### src/rtl/halt_pkg.sv
package halt_pkg;
   typedef enum logic [1:0] {
      HS_IDLE    = 2'd0,
      HS_WAIT    = 2'd1,
      HS_RELEASE = 2'd2
   } halt_state_t;
endpackage

### src/rtl/halt_interval_timer.sv
module halt_interval_timer #(
   parameter int unsigned POLL_US = 50
) (
   input  logic clk,
   input  logic rst_n,
   input  logic clr_i,
   input  logic run_i,
   input  logic tick_i,
   output logic poll_o
);
   generate
      if (POLL_US < 1) begin : g_bad
         $error("POLL_US must be at least 1");
      end
      if (POLL_US == 1) begin : g_every
         assign poll_o = run_i && tick_i;
      end else begin : g_count
         localparam int unsigned CW = $clog2(POLL_US);
         localparam logic [CW-1:0] LAST = CW'(POLL_US - 1);
         logic [CW-1:0] cnt_q;
         always_ff @(posedge clk or negedge rst_n) begin
            if (!rst_n)                cnt_q <= '0;
            else if (clr_i)            cnt_q <= '0;
            else if (run_i && tick_i)  cnt_q <= (cnt_q == LAST) ? '0 : cnt_q + 1'b1;
         end
         assign poll_o = run_i && tick_i && (cnt_q == LAST);

         p_interval_bound_r2: assert property (@(posedge clk) disable iff (!rst_n)
            cnt_q <= LAST);
         p_interval_idle_r2: assert property (@(posedge clk) disable iff (!rst_n)
            (!run_i && !clr_i) |=> $stable(cnt_q));
      end
   endgenerate
endmodule

### src/rtl/halt_poll_counter.sv
module halt_poll_counter #(
   parameter int unsigned NPOLL = 2000
) (
   input  logic clk,
   input  logic rst_n,
   input  logic clr_i,
   input  logic poll_i,
   output logic last_o
);
   generate
      if (NPOLL < 1) begin : g_bad
         $error("NPOLL must be at least 1");
      end
      if (NPOLL == 1) begin : g_single
         assign last_o = 1'b1;
      end else begin : g_count
         localparam int unsigned CW = $clog2(NPOLL);
         localparam logic [CW-1:0] LAST = CW'(NPOLL - 1);
         logic [CW-1:0] cnt_q;
         always_ff @(posedge clk or negedge rst_n) begin
            if (!rst_n)                              cnt_q <= '0;
            else if (clr_i)                          cnt_q <= '0;
            else if (poll_i && (cnt_q != LAST))      cnt_q <= cnt_q + 1'b1;
         end
         assign last_o = (cnt_q == LAST);

         p_poll_bound_r4: assert property (@(posedge clk) disable iff (!rst_n)
            cnt_q <= LAST);
         p_poll_hold_r4: assert property (@(posedge clk) disable iff (!rst_n)
            (!poll_i && !clr_i) |=> $stable(cnt_q));
      end
   endgenerate
endmodule

### src/rtl/halt_fsm.sv
module halt_fsm
   import halt_pkg::*;
(
   input  logic clk,
   input  logic rst_n,
   input  logic start_i,
   input  logic poll_i,
   input  logic last_i,
   input  logic ack_i,
   input  logic idle_i,
   output logic accept_o,
   output logic waiting_o,
   output logic req_o,
   output logic done_o,
   output logic timeout_o,
   output logic fail_o
);
   halt_state_t state_q;

   assign accept_o  = start_i && (state_q == HS_IDLE);
   assign waiting_o = (state_q == HS_WAIT);

   always_ff @(posedge clk or negedge rst_n) begin
      if (!rst_n) begin
         state_q   <= HS_IDLE;
         req_o     <= 1'b0;
         done_o    <= 1'b0;
         timeout_o <= 1'b0;
         fail_o    <= 1'b0;
      end else begin
         done_o <= 1'b0;
         unique case (state_q)
            HS_IDLE: if (start_i) begin
               state_q   <= HS_WAIT;
               req_o     <= 1'b1;
               timeout_o <= 1'b0;
               fail_o    <= 1'b0;
            end
            HS_WAIT: if (poll_i) begin
               if (ack_i) begin
                  req_o   <= 1'b0;
                  fail_o  <= !idle_i;
                  state_q <= HS_RELEASE;
               end else if (last_i) begin
                  req_o     <= 1'b0;
                  timeout_o <= 1'b1;
                  state_q   <= HS_RELEASE;
               end
            end
            HS_RELEASE: begin
               done_o  <= 1'b1;
               state_q <= HS_IDLE;
            end
            default: state_q <= HS_IDLE;
         endcase
      end
   end

   p_req_start_r1: assert property (@(posedge clk) disable iff (!rst_n)
      accept_o |=> (req_o && !timeout_o && !fail_o));
   p_req_held_r2: assert property (@(posedge clk) disable iff (!rst_n)
      (waiting_o && !poll_i) |=> req_o);
   p_ack_no_timeout_r3: assert property (@(posedge clk) disable iff (!rst_n)
      (waiting_o && poll_i && ack_i) |=> (!req_o && !timeout_o));
   p_timeout_flag_r4: assert property (@(posedge clk) disable iff (!rst_n)
      $rose(timeout_o) |-> $past(last_i && poll_i && !ack_i));
   p_fail_idle_r5: assert property (@(posedge clk) disable iff (!rst_n)
      (waiting_o && poll_i && ack_i) |=> (fail_o == !$past(idle_i)));
   p_done_after_drop_r6: assert property (@(posedge clk) disable iff (!rst_n)
      $fell(req_o) |=> done_o);
   p_done_single_r6: assert property (@(posedge clk) disable iff (!rst_n)
      done_o |=> !done_o);
   p_flags_excl_r7: assert property (@(posedge clk) disable iff (!rst_n)
      !(timeout_o && fail_o));
   p_flags_hold_r7: assert property (@(posedge clk) disable iff (!rst_n)
      (!accept_o && !waiting_o) |=> ($stable(timeout_o) && $stable(fail_o)));
   p_busy_ignore_r8: assert property (@(posedge clk) disable iff (!rst_n)
      (start_i && waiting_o && !poll_i) |=> req_o);
endmodule

### src/rtl/bus_halt_ctrl.sv
module bus_halt_ctrl #(
   parameter int unsigned POLL_US    = 50,
   parameter int unsigned TIMEOUT_US = 100000
) (
   input  logic clk,
   input  logic rst_n,
   input  logic start_i,
   input  logic us_tick_i,
   input  logic halt_ack_i,
   input  logic port_idle_i,
   output logic halt_req_o,
   output logic done_o,
   output logic timeout_o,
   output logic halt_fail_o
);
   localparam int unsigned NPOLL = TIMEOUT_US / POLL_US;

   generate
      if (POLL_US == 0 || TIMEOUT_US % POLL_US != 0 || NPOLL == 0) begin : g_chk
         $error("TIMEOUT_US must be a non-zero multiple of POLL_US");
      end
   endgenerate

   logic accept, waiting, poll_stb, poll_last;

   halt_interval_timer #(.POLL_US(POLL_US)) u_timer (
      .clk    (clk),
      .rst_n  (rst_n),
      .clr_i  (accept),
      .run_i  (waiting),
      .tick_i (us_tick_i),
      .poll_o (poll_stb)
   );

   halt_poll_counter #(.NPOLL(NPOLL)) u_polls (
      .clk    (clk),
      .rst_n  (rst_n),
      .clr_i  (accept),
      .poll_i (poll_stb),
      .last_o (poll_last)
   );

   halt_fsm u_fsm (
      .clk       (clk),
      .rst_n     (rst_n),
      .start_i   (start_i),
      .poll_i    (poll_stb),
      .last_i    (poll_last),
      .ack_i     (halt_ack_i),
      .idle_i    (port_idle_i),
      .accept_o  (accept),
      .waiting_o (waiting),
      .req_o     (halt_req_o),
      .done_o    (done_o),
      .timeout_o (timeout_o),
      .fail_o    (halt_fail_o)
   );
endmodule

### config.mk
export PLATFORM = sky130hd
export DESIGN_NAME = bus_halt_ctrl
export DESIGN_NICKNAME = d
export VERILOG_FILES = /design/src/rtl/halt_pkg.sv /design/src/rtl/halt_interval_timer.sv /design/src/rtl/halt_poll_counter.sv /design/src/rtl/halt_fsm.sv /design/src/rtl/bus_halt_ctrl.sv
export SDC_FILE = /design/constraint.sdc
export NUM_CORES = 1
export LEC_CHECK = 0
export ABC_AREA = 1
export BUFFER_PORTS_ARGS = -buffer_cell sky130_fd_sc_hd__buf_2
export CORE_MARGIN = 2
export CORE_UTILIZATION = 45
export DETAILED_ROUTE_END_ITERATION = 6
export HOLD_SLACK_MARGIN = 0.05
export RECOVER_POWER = 100
export SETUP_SLACK_MARGIN = 0.02
export SLEW_MARGIN = 20
export SYNTH_ARGS = -nofsm -noshare
export SYNTH_HDL_FRONTEND = slang
export SYNTH_SLANG_ARGS = --single-unit
export TNS_END_PERCENT = 5
### constraint.sdc
create_clock -name clk -period 1.4 [get_ports clk]
set_input_delay 0.14 -clock clk [delete_from_list [all_inputs] [get_ports clk]]
set_output_delay 0.14 -clock clk [all_outputs]
set_load 0.01 [all_outputs]
# == After elaboration in Yosys (flattened, before gate mapping) ==
# Index checks and enable logic that the tools add are counted.
# totals
wordCells,57
regBits,23
# op_classes
n_eq_ne,11
n_mux,24
reduce_logical,13
n_addsub,2
# op_table
operator,count
$mux 11,2
$mux 6,3
$add 11x1->11 const B,1
$eq 11x11->1 const B,1
$mux 1,11
$ne 11x11->1 const B,1
$mux 2,4
$ne 2x2->1 const B,4
$reduce_and 4->1,2
$add 6x1->6 const B,1
$eq 6x6->1 const B,1
$pmux 1 s2,3
$reduce_bool 2->1,3
$reduce_and 5->1,1
$logic_and 1x1->1,4
$pmux 2 s2,1
$ne 3x3->1 const B,1
$reduce_and 3->1,1
$eq 2x1->1 const B,1
$eq 2x2->1 const B,1
$logic_not 2->1,1
$ne 2x1->1 const B,1
$logic_not 1->1,1

# == Logic depth before layout (Yosys ltp) ==
# Gate-level depths: netlist of run 1.
# depth
word_depth,6
ltp_mapped,9
depth_no_buf,9

# == Hierarchy ==
# From an unflattened synthesis of run 1, not the netlist that was laid out.
# hier_totals
hier_cells,189
area_unflattened_um2,1421.4
# modules_own_cells
module,instances,cells_per_inst,area_per_inst_um2
halt_poll_counter,1,99,714.4
halt_interval_timer,1,52,401.6
halt_fsm,1,38,305.3

# == Least setup slack after synthesis of run 1 ==
# Ideal clock, no wire load.
# synth_timing
kind,reg2reg
from,reg u_polls.g_count.cnt_q[0]
to,reg u_polls.g_count.cnt_q[0]
arrival_ns,1.236
n_path_buf,0
path_stages_with_launch,9
setup_slack_ns,0.043
path_cell_list,dfrtp_1 ha_1 inv_2 nor2_4 nand3_2 nand2_2 inv_2 nand3_1 o21ai_1
# synth_via
elab_chain_cells,3
word_cells_on_any_way,6
classes_between,add/sub (1); eq/ne (1); mux (2); reduce/logical (2)
# synth_rtl
element,line,rtl
start: declaration,halt_poll_counter.sv:19,logic [CW-1:0] cnt_q;
start signal: assignment,halt_poll_counter.sv:23,else if (poll_i && (cnt_q != LAST)) cnt_q <= cnt_q + 1'b1;
$add 11x1->11 / $ne 11x11->1 (equally long branches),halt_poll_counter.sv:23,
$mux 11 / $logic_and 1x1->1 (equally long branches),halt_poll_counter.sv:23,
$mux 11 / $reduce_bool 2->1 (equally long branches),-,
# Several ways; a longest one is shown, not always the timed one. The select of a mux whose other input is x is not followed.
# A chain may end at the register's enable or synchronous reset.

# == Worst setup path after layout of run 1 ==
# layout_timing
from,reg u_polls.g_count.cnt_q[1]
to,reg u_polls.g_count.cnt_q[8]
# The elaborated chain is that of the path after synthesis.

==> impl_results.md, run 1 <==
- Status: completed
- Grt total ovfl: 0
- Element type at the critical path end: flop
- Total core area: 2781 sq um
- DRC: 0
- # rows: 19
- CTS max path bufs: 2
- Mapped Cells: 180
- CP bufs+invs: 2
- RSZ-0062 raised after global routing: true
- Xor/xnor share of the synthesized area: 2.634%
- Avg WL per Cell: 12.54 um
- Worst path slowest cell: dfrtp_1
- Total Routing Usage GR: 18.54%
- Area grow syn2layout: 22.11%
- Worst EP required: 1.64 ns
- CP startpoint kind: flop
- CP max FO: 4
- CTS tree: yes
- Synth Area in Adders: 2.822%
- Final core occ: 58.39%
- CTS Buf Count: 3
- Hold Fails Final Rpt: 0
- CTS Root Cell: clkbuf_4
- Ratio of cells with drive above 1 in the final layout: 25.24%
- Worst-Skew Late Latency: 0.31 ns
- Distinct cells, synth: 26
- Area contributors post-synth: dfrtp_1 43%, nand2_1 16%, nand3_1 6.0%
- Clock skew: 0.01010 ns
- IO buf count: 9
- VDD IR-drop max: 0.0009889 V
- Area of the multi-input gates: 729.5 sq um
- Leakage power: 0.8389 nW
- Largest family of logic cells by synthesized area: simple AND/OR/NAND/NOR gates
- Crit-path most repeated cell: nand2_4
- Count of final setup violators: 0
- Simple-Gate Fraction of Synth Area: 36.88%
- Post-synthesis sequential area ratio: 43.27%
- Worst stage delay on the critical path: 0.39 ns
- Synth Register Bits: 23
- Final worst path period share: 97.23%
- Yosys warns: 0
- Num ports: 10
- Post-synth top area share: 43.27%
- Die height: 58.37 um
- Max Fclk: 734.6 MHz
- CTS clk-pin slew, worst paths: 0.13 ns
- Syn_nets: 189
- Most frequent cells in the layout: 56 x nand2_1, 21 x dfrtp_1, 15 x inv_1, 14 x nor2_1, 14 x buf_4
- CTS H-tree depth: 1
- Final HPWL DP: 2135 um
- Most common cell after layout, fill and taps aside: nand2_1
- Mapped cell area: 1330 sq um
- Routed vias/inst: 5.156
- Filler cells: 258
- Starting density of the core: 47.82%
- TritonRoute pass-1 iters: 4
- Nets@finish: 216
- Slew Viols, Final: 0
- Syn_area_per_cell: 7.389 sq um
- Synth area leader: dfrtp_1
- Placer Congestion: 0.8807
- Initial DRC count: 37
- Die area: 3406 sq um
- Slew at the pin closest to its max-slew limit: 0.5709 ns
- CTS Sinks: 23
- Largest net degree at the start of global routing: 24
- Pwr Density: 978.9 nW/um^2
- Max-Cap Viols: 0
- Antenna Nets Post-Route: 0
- Worst hold slack: 0.08634 ns
- Worst slew margin: 61.94%
- Total vias in the final route: 1222
- Final TNS setup: 0 ns
- Mux cell area share after synthesis: 0%
- CP delay by family, top: simple AND/OR/NAND/NOR gates
- Crit path kind: flop to flop
- Synth Area in Compound Gates: 6.961%
- First-pass GRT wire length: 4885 um
- Die W: 58.37 um
- Fin crit period: 1.361 ns
- FF/Latch Area: 578.1 sq um
- Vias in the first global route: 1211
- Critical path arrival: 1.60 ns
- Crit-path cells: ha_2, inv_2, nor2_4, nand3_2, nand2_4, nand2_4, buf_4, o21ai_1
- Min-delay worst type: input port to flop
- Final WL: 2972 um
- Antenna Cells: 0
- Initial antenna violation count: 0
[state kept, by name (all words and copies together), names as in the netlist]
register               count
u_polls.g_count.cnt_q     11
u_timer.g_count.cnt_q      6
u_fsm.state_q              2
u_fsm.done_o               1
u_fsm.fail_o               1
u_fsm.req_o                1
u_fsm.timeout_o            1
[area by class of cell]
cell class	instances	area share, %
Clock buffer	3	1.387
Clock inverter	1	0.3082
Inverter	21	5.162
Multi-Input combinational cell	133	44.92
Sequential cell	23	35.59
Tap cell	31	2.388
Timing Repair Buffer	25	10.25
[final timing paths]
kind,startpoint,end,slack (ns),cells after the start
max,u_polls.g_count.cnt_q[1],u_polls.g_count.cnt_q[8],0.04,8
min reg2reg,u_fsm.state_q[0],u_fsm.done_o,0.48,1
min in group asynchronous,rst_n,u_timer.g_count.cnt_q[0],0.33,2
max reg2reg,u_polls.g_count.cnt_q[1],u_polls.g_count.cnt_q[8],0.04,8
max in group asynchronous,rst_n,u_polls.g_count.cnt_q[2],0.66,2
min,port_idle_i,u_fsm.fail_o,0.09,3
[logic make-up (layout without fill, tap and decap cells)]
family / Yosys count / in the layout
compound gates: 16 / 16
fa+ha+maj: 3 / 3
xor+xnor: 4 / 4
flops: 23 / 23
buf+inv: 24 / 50
simple gates: 110 / 110
[what timing repair did]
| item | in CTS | in global routing |
|---|---|---|
| resized for setup | 0 | 23 |
| setup endpoints to repair | 0 | 19 |
| hold buffers | 1 | 0 |
| setup buffers | 0 | 4 |
| hold endpoints to repair | 23 | 0 |
[routing by layer]
metal	routed length (um)	part of all wire (%)	track usage, %
met1	1343	45	22.68
met2	1529	51	32.10
met3	57	1.9	2.637
met4	41	1.4	8.638
met5	0	0	0
[cell usage after synthesis, drive strengths merged]
cell type,number
ha,3
inv,21
o21ai,5
nor2,21
o22ai,2
nand3,17
nand2,61
or2,1
dfrtp,23
buf,3
a21o,1
nand4,9
nor3,1
o211ai,1
xor2,4
a21oi,5
o21bai,2
[where the power goes]
part / internal, mW / switching (mW)
clock: 0.107 / 0.198
sequential: 0.768 / 0.0806
combinational: 0.190 / 0.247
[per-stage QoR]
stage	cells	total power [mW]	worst slack [ns]	cell area [sq um]
after floorplan	180	1.078	0.04273	1330
after global placement	228	1.209	0.08987	1479
after detailed placement	228	1.224	0.05704	1479
after CTS	233	1.532	0.02321	1516
after global routing	237	1.723	-0.01969	1624
final	237	1.590	0.03872	1624
[tightest hold or removal path: stages]
cell     delay [ns]
buf_2          0.07
or2_2          0.08
o21ai_0        0.07
Note: power is estimated with default switching activity, not from simulation.
==> inputs of run 2 (changes only) <==
--- a/config.mk
+++ b/config.mk
@@ -8,9 +8,10 @@
 export ABC_AREA = 1
 export BUFFER_PORTS_ARGS = -buffer_cell sky130_fd_sc_hd__buf_2
 export CORE_MARGIN = 2
-export CORE_UTILIZATION = 45
+export CORE_UTILIZATION = 50
 export DETAILED_ROUTE_END_ITERATION = 6
 export HOLD_SLACK_MARGIN = 0.05
+export PLACE_DENSITY = 0.71
 export RECOVER_POWER = 100
 export SETUP_SLACK_MARGIN = 0.02
 export SLEW_MARGIN = 20
==> constraint.sdc (replaced) <==
create_clock -name clk -period 1.4 [get_ports clk]
set_input_delay 0.42 -clock clk [delete_from_list [all_inputs] [get_ports clk]]
set_output_delay 0.42 -clock clk [all_outputs]
set_load 0.01 [all_outputs]
==> impl_results.md, run 2 (same netlist as run 1, synthesis figures left out) <==
- Worst EP required: 1.63 ns (about the same)
- Final HPWL DP: 2121 um (-0.64%)
- Pwr Density: 1039 nW/um^2 (+6.1%)
- Count of final setup violators: 0 (unchanged)
- VDD IR-drop max: 0.0006820 V (-31%)
- CP startpoint kind: flop
- Hold Fails Final Rpt: 0 (unchanged)
- CP max FO: 3 (-1)
- Ratio of cells with drive above 1 in the final layout: 18.59% (-6.6 points)
- Worst setup margin: 0.06795 ns (+0.02923 ns)
- Vias in the first global route: 1214 (+0.25%)
- Slew at the pin closest to its max-slew limit: 0.5944 ns (+0.02356 ns)
- Most frequent cells in the layout: 56 x nand2_1, 22 x dfrtp_1, 17 x inv_1, 17 x nor2_1, 15 x nand3_1
- CTS Buf Count: 3 (unchanged)
- Leakage power: 0.8079 nW (-3.7%)
- # rows: 18 (-1)
- Setup WS pre-CTS: -0.02421 ns (-0.08124 ns)
- CTS max path bufs: 2 (unchanged)
- Hold_buf cts: 0 (-1)
- Post-Layout Inst Area: 1549 sq um (-4.6%)
- IO buf count: 9 (unchanged)
- Antenna Cells: 0 (unchanged)
- Final WL: 2968 um (-0.13%)
- Initial antenna violation count: 0 (unchanged)
- CTS clk-pin slew, worst paths: 0.13 ns (about the same)
- Max-Cap Viols: 0 (unchanged)
- CTS H-tree depth: 1 (unchanged)
- Slew Viols, Final: 0 (unchanged)
- Biggest regs: u_polls.g_count.cnt_q x11, u_timer.g_count.cnt_q x6, u_fsm.state_q x2
- Grt total ovfl: 0 (unchanged)
- Placer Congestion: 0.9113 (+3.5%)
- Fin crit period: 1.332 ns (-0.02923 ns)
- Die area: 3089 sq um (-9.3%)
- Starting density of the core: 53.20% (+5.4 points)
- Total Routing Usage GR: 20.42% (+1.9 points)
- RSZ-0062 raised after global routing: true
- Status: completed
- Max reg flops: 11 (unchanged)
- Die W: 55.58 um (-4.8%)
- Worst slew margin: 60.37% (-1.6 points)
- TritonRoute pass-1 iters: 4 (unchanged)
- Total core area: 2500 sq um (-10%)
- Max Fclk: 750.7 MHz (+2.2%)
- Element type at the critical path end: flop
- Nets@finish: 209 (-3.2%)
- Critical path arrival: 1.56 ns (-0.04 ns)
- Clock skew: 0.001541 ns (-0.008555 ns)
- Initial DRC count: 50 (+35%)
- Register bank with the most flops: u_polls.g_count.cnt_q
- Power share of the sequential group: 53.4% (about the same)
- First-pass GRT wire length: 5099 um (+4.4%)
- Min-delay worst type: input port to async pin
- Antenna Nets Post-Route: 0 (unchanged)
- Largest net degree at the start of global routing: 24 (unchanged)
- Final worst path period share: 95.15% (-2.1 points)
- DRC: 0 (unchanged)
- Comb pwr share: 26.5% (-1.0 points)
- Avg WL per Cell: 12.96 um (+3.4%)
- Net Sw Power: 0.5504 mW (+4.7%)
- Worst-Skew Late Latency: 0.32 ns (about the same)
- CTS Sinks: 23 (unchanged)
- CP bufs+invs: 2 (unchanged)
- Sw Ratio: 34.21% (+1.1 points)
- Die height: 55.58 um (-4.8%)
- Area grow syn2layout: 16.46%
- Clock power frac: 20.2% (+1.0 points)
- Routed vias/inst: 5.463 (+5.9%)
- Num ports: 10 (unchanged)
- CP delay by family, top: flip-flops
- Crit path kind: flop to flop
- Worst path slowest cell: dfrtp_1
- Crit-path cells: ha_2, inv_2, nor2_4, buf_4, nand3_1, nand2_1, nand2_1, nand3_1, o21ai_1
- CTS Root Cell: clkbuf_4
- Worst stage delay on the critical path: 0.39 ns (about the same)
- Total vias in the final route: 1251 (+2.4%)
- CTS tree: yes
- Internal power: 1.058 mW (-0.53%)
- DP Area: 1455 sq um (-1.6%)
- Most common cell after layout, fill and taps aside: nand2_1
[run 2: cell count changes in the layout (fill, tap and decap cells not counted), sizes merged]
cell         previous run  this run
dlygate4sd3             1         0
buf                    19        13
[run 2: final timing paths]
kind	startpoint	end	slack, ns	depth (start not counted)
setup / recovery	u_polls.g_count.cnt_q[0]	u_polls.g_count.cnt_q[8]	0.07	9
hold / removal	rst_n	u_timer.g_count.cnt_q[2]	0.07	1
setup reg to reg	u_polls.g_count.cnt_q[0]	u_polls.g_count.cnt_q[8]	0.07	9
hold reg to reg	u_fsm.state_q[0]	u_fsm.done_o	0.46	1
max in group asynchronous	rst_n	u_polls.g_count.cnt_q[4]	0.91	1
min in group clk	port_idle_i	u_fsm.fail_o	0.38	3
[run 2: power by group through the flow]
stage	registers (mW)	clock network, mW	logic, mW
detailed placement	0.854	0	0.359
finish	0.858	0.325	0.425
global route	0.870	0.358	0.475
global placement	0.849	0	0.336
CTS	0.835	0.335	0.391
floorplan	0.856	0	0.223
[run 2: area by class of cell]
class	instances	area [sq um]
timing repair buffer	18	107.6
clock inverter	1	5.005
multi-input combinational	133	713.2
tap	30	37.54
fill	223	950.9
inverter	21	86.33
clock buffer	3	22.52
sequential	23	576.8
[run 2: timing repair]
action,in CTS,in global routing
pin swaps,1,1
buffers inserted,1,0
setup endpoints to repair,11,15
hold endpoints to repair,0,0
gates resized for setup,2,14
[run 2: through the flow]
step | setup TNS (ns) | instances | power (mW) | util [%] | hold slack, ns
finish | 0 | 229 | 1.609 | 61.96 | 0.06831
global placement | 0 | 224 | 1.184 | 58.21 | 0.4234
global route | -0.2920 | 229 | 1.704 | 61.96 | 0.1244
CTS | 0 | 229 | 1.561 | 59.91 | 0.06952
floorplan | 0 | 180 | 1.078 | - | 0.1244
detailed placement | -0.02421 | 224 | 1.213 | 58.21 | 0.4317
[run 2: layer usage]
| layer | share of wire, % | up-vias | global-route usage (%) | wire length [um] |
|---|---|---|---|---|
| li1 | - | 618 | - | - |
| met1 | 44 | 597 | 25.08 | 1317 |
| met2 | 52 | 30 | 36.22 | 1538 |
| met3 | 2.8 | 6 | 2.326 | 82 |
| met4 | 0.98 | 0 | 8.362 | 29 |
| met5 | 0 | - | 0 | 0 |
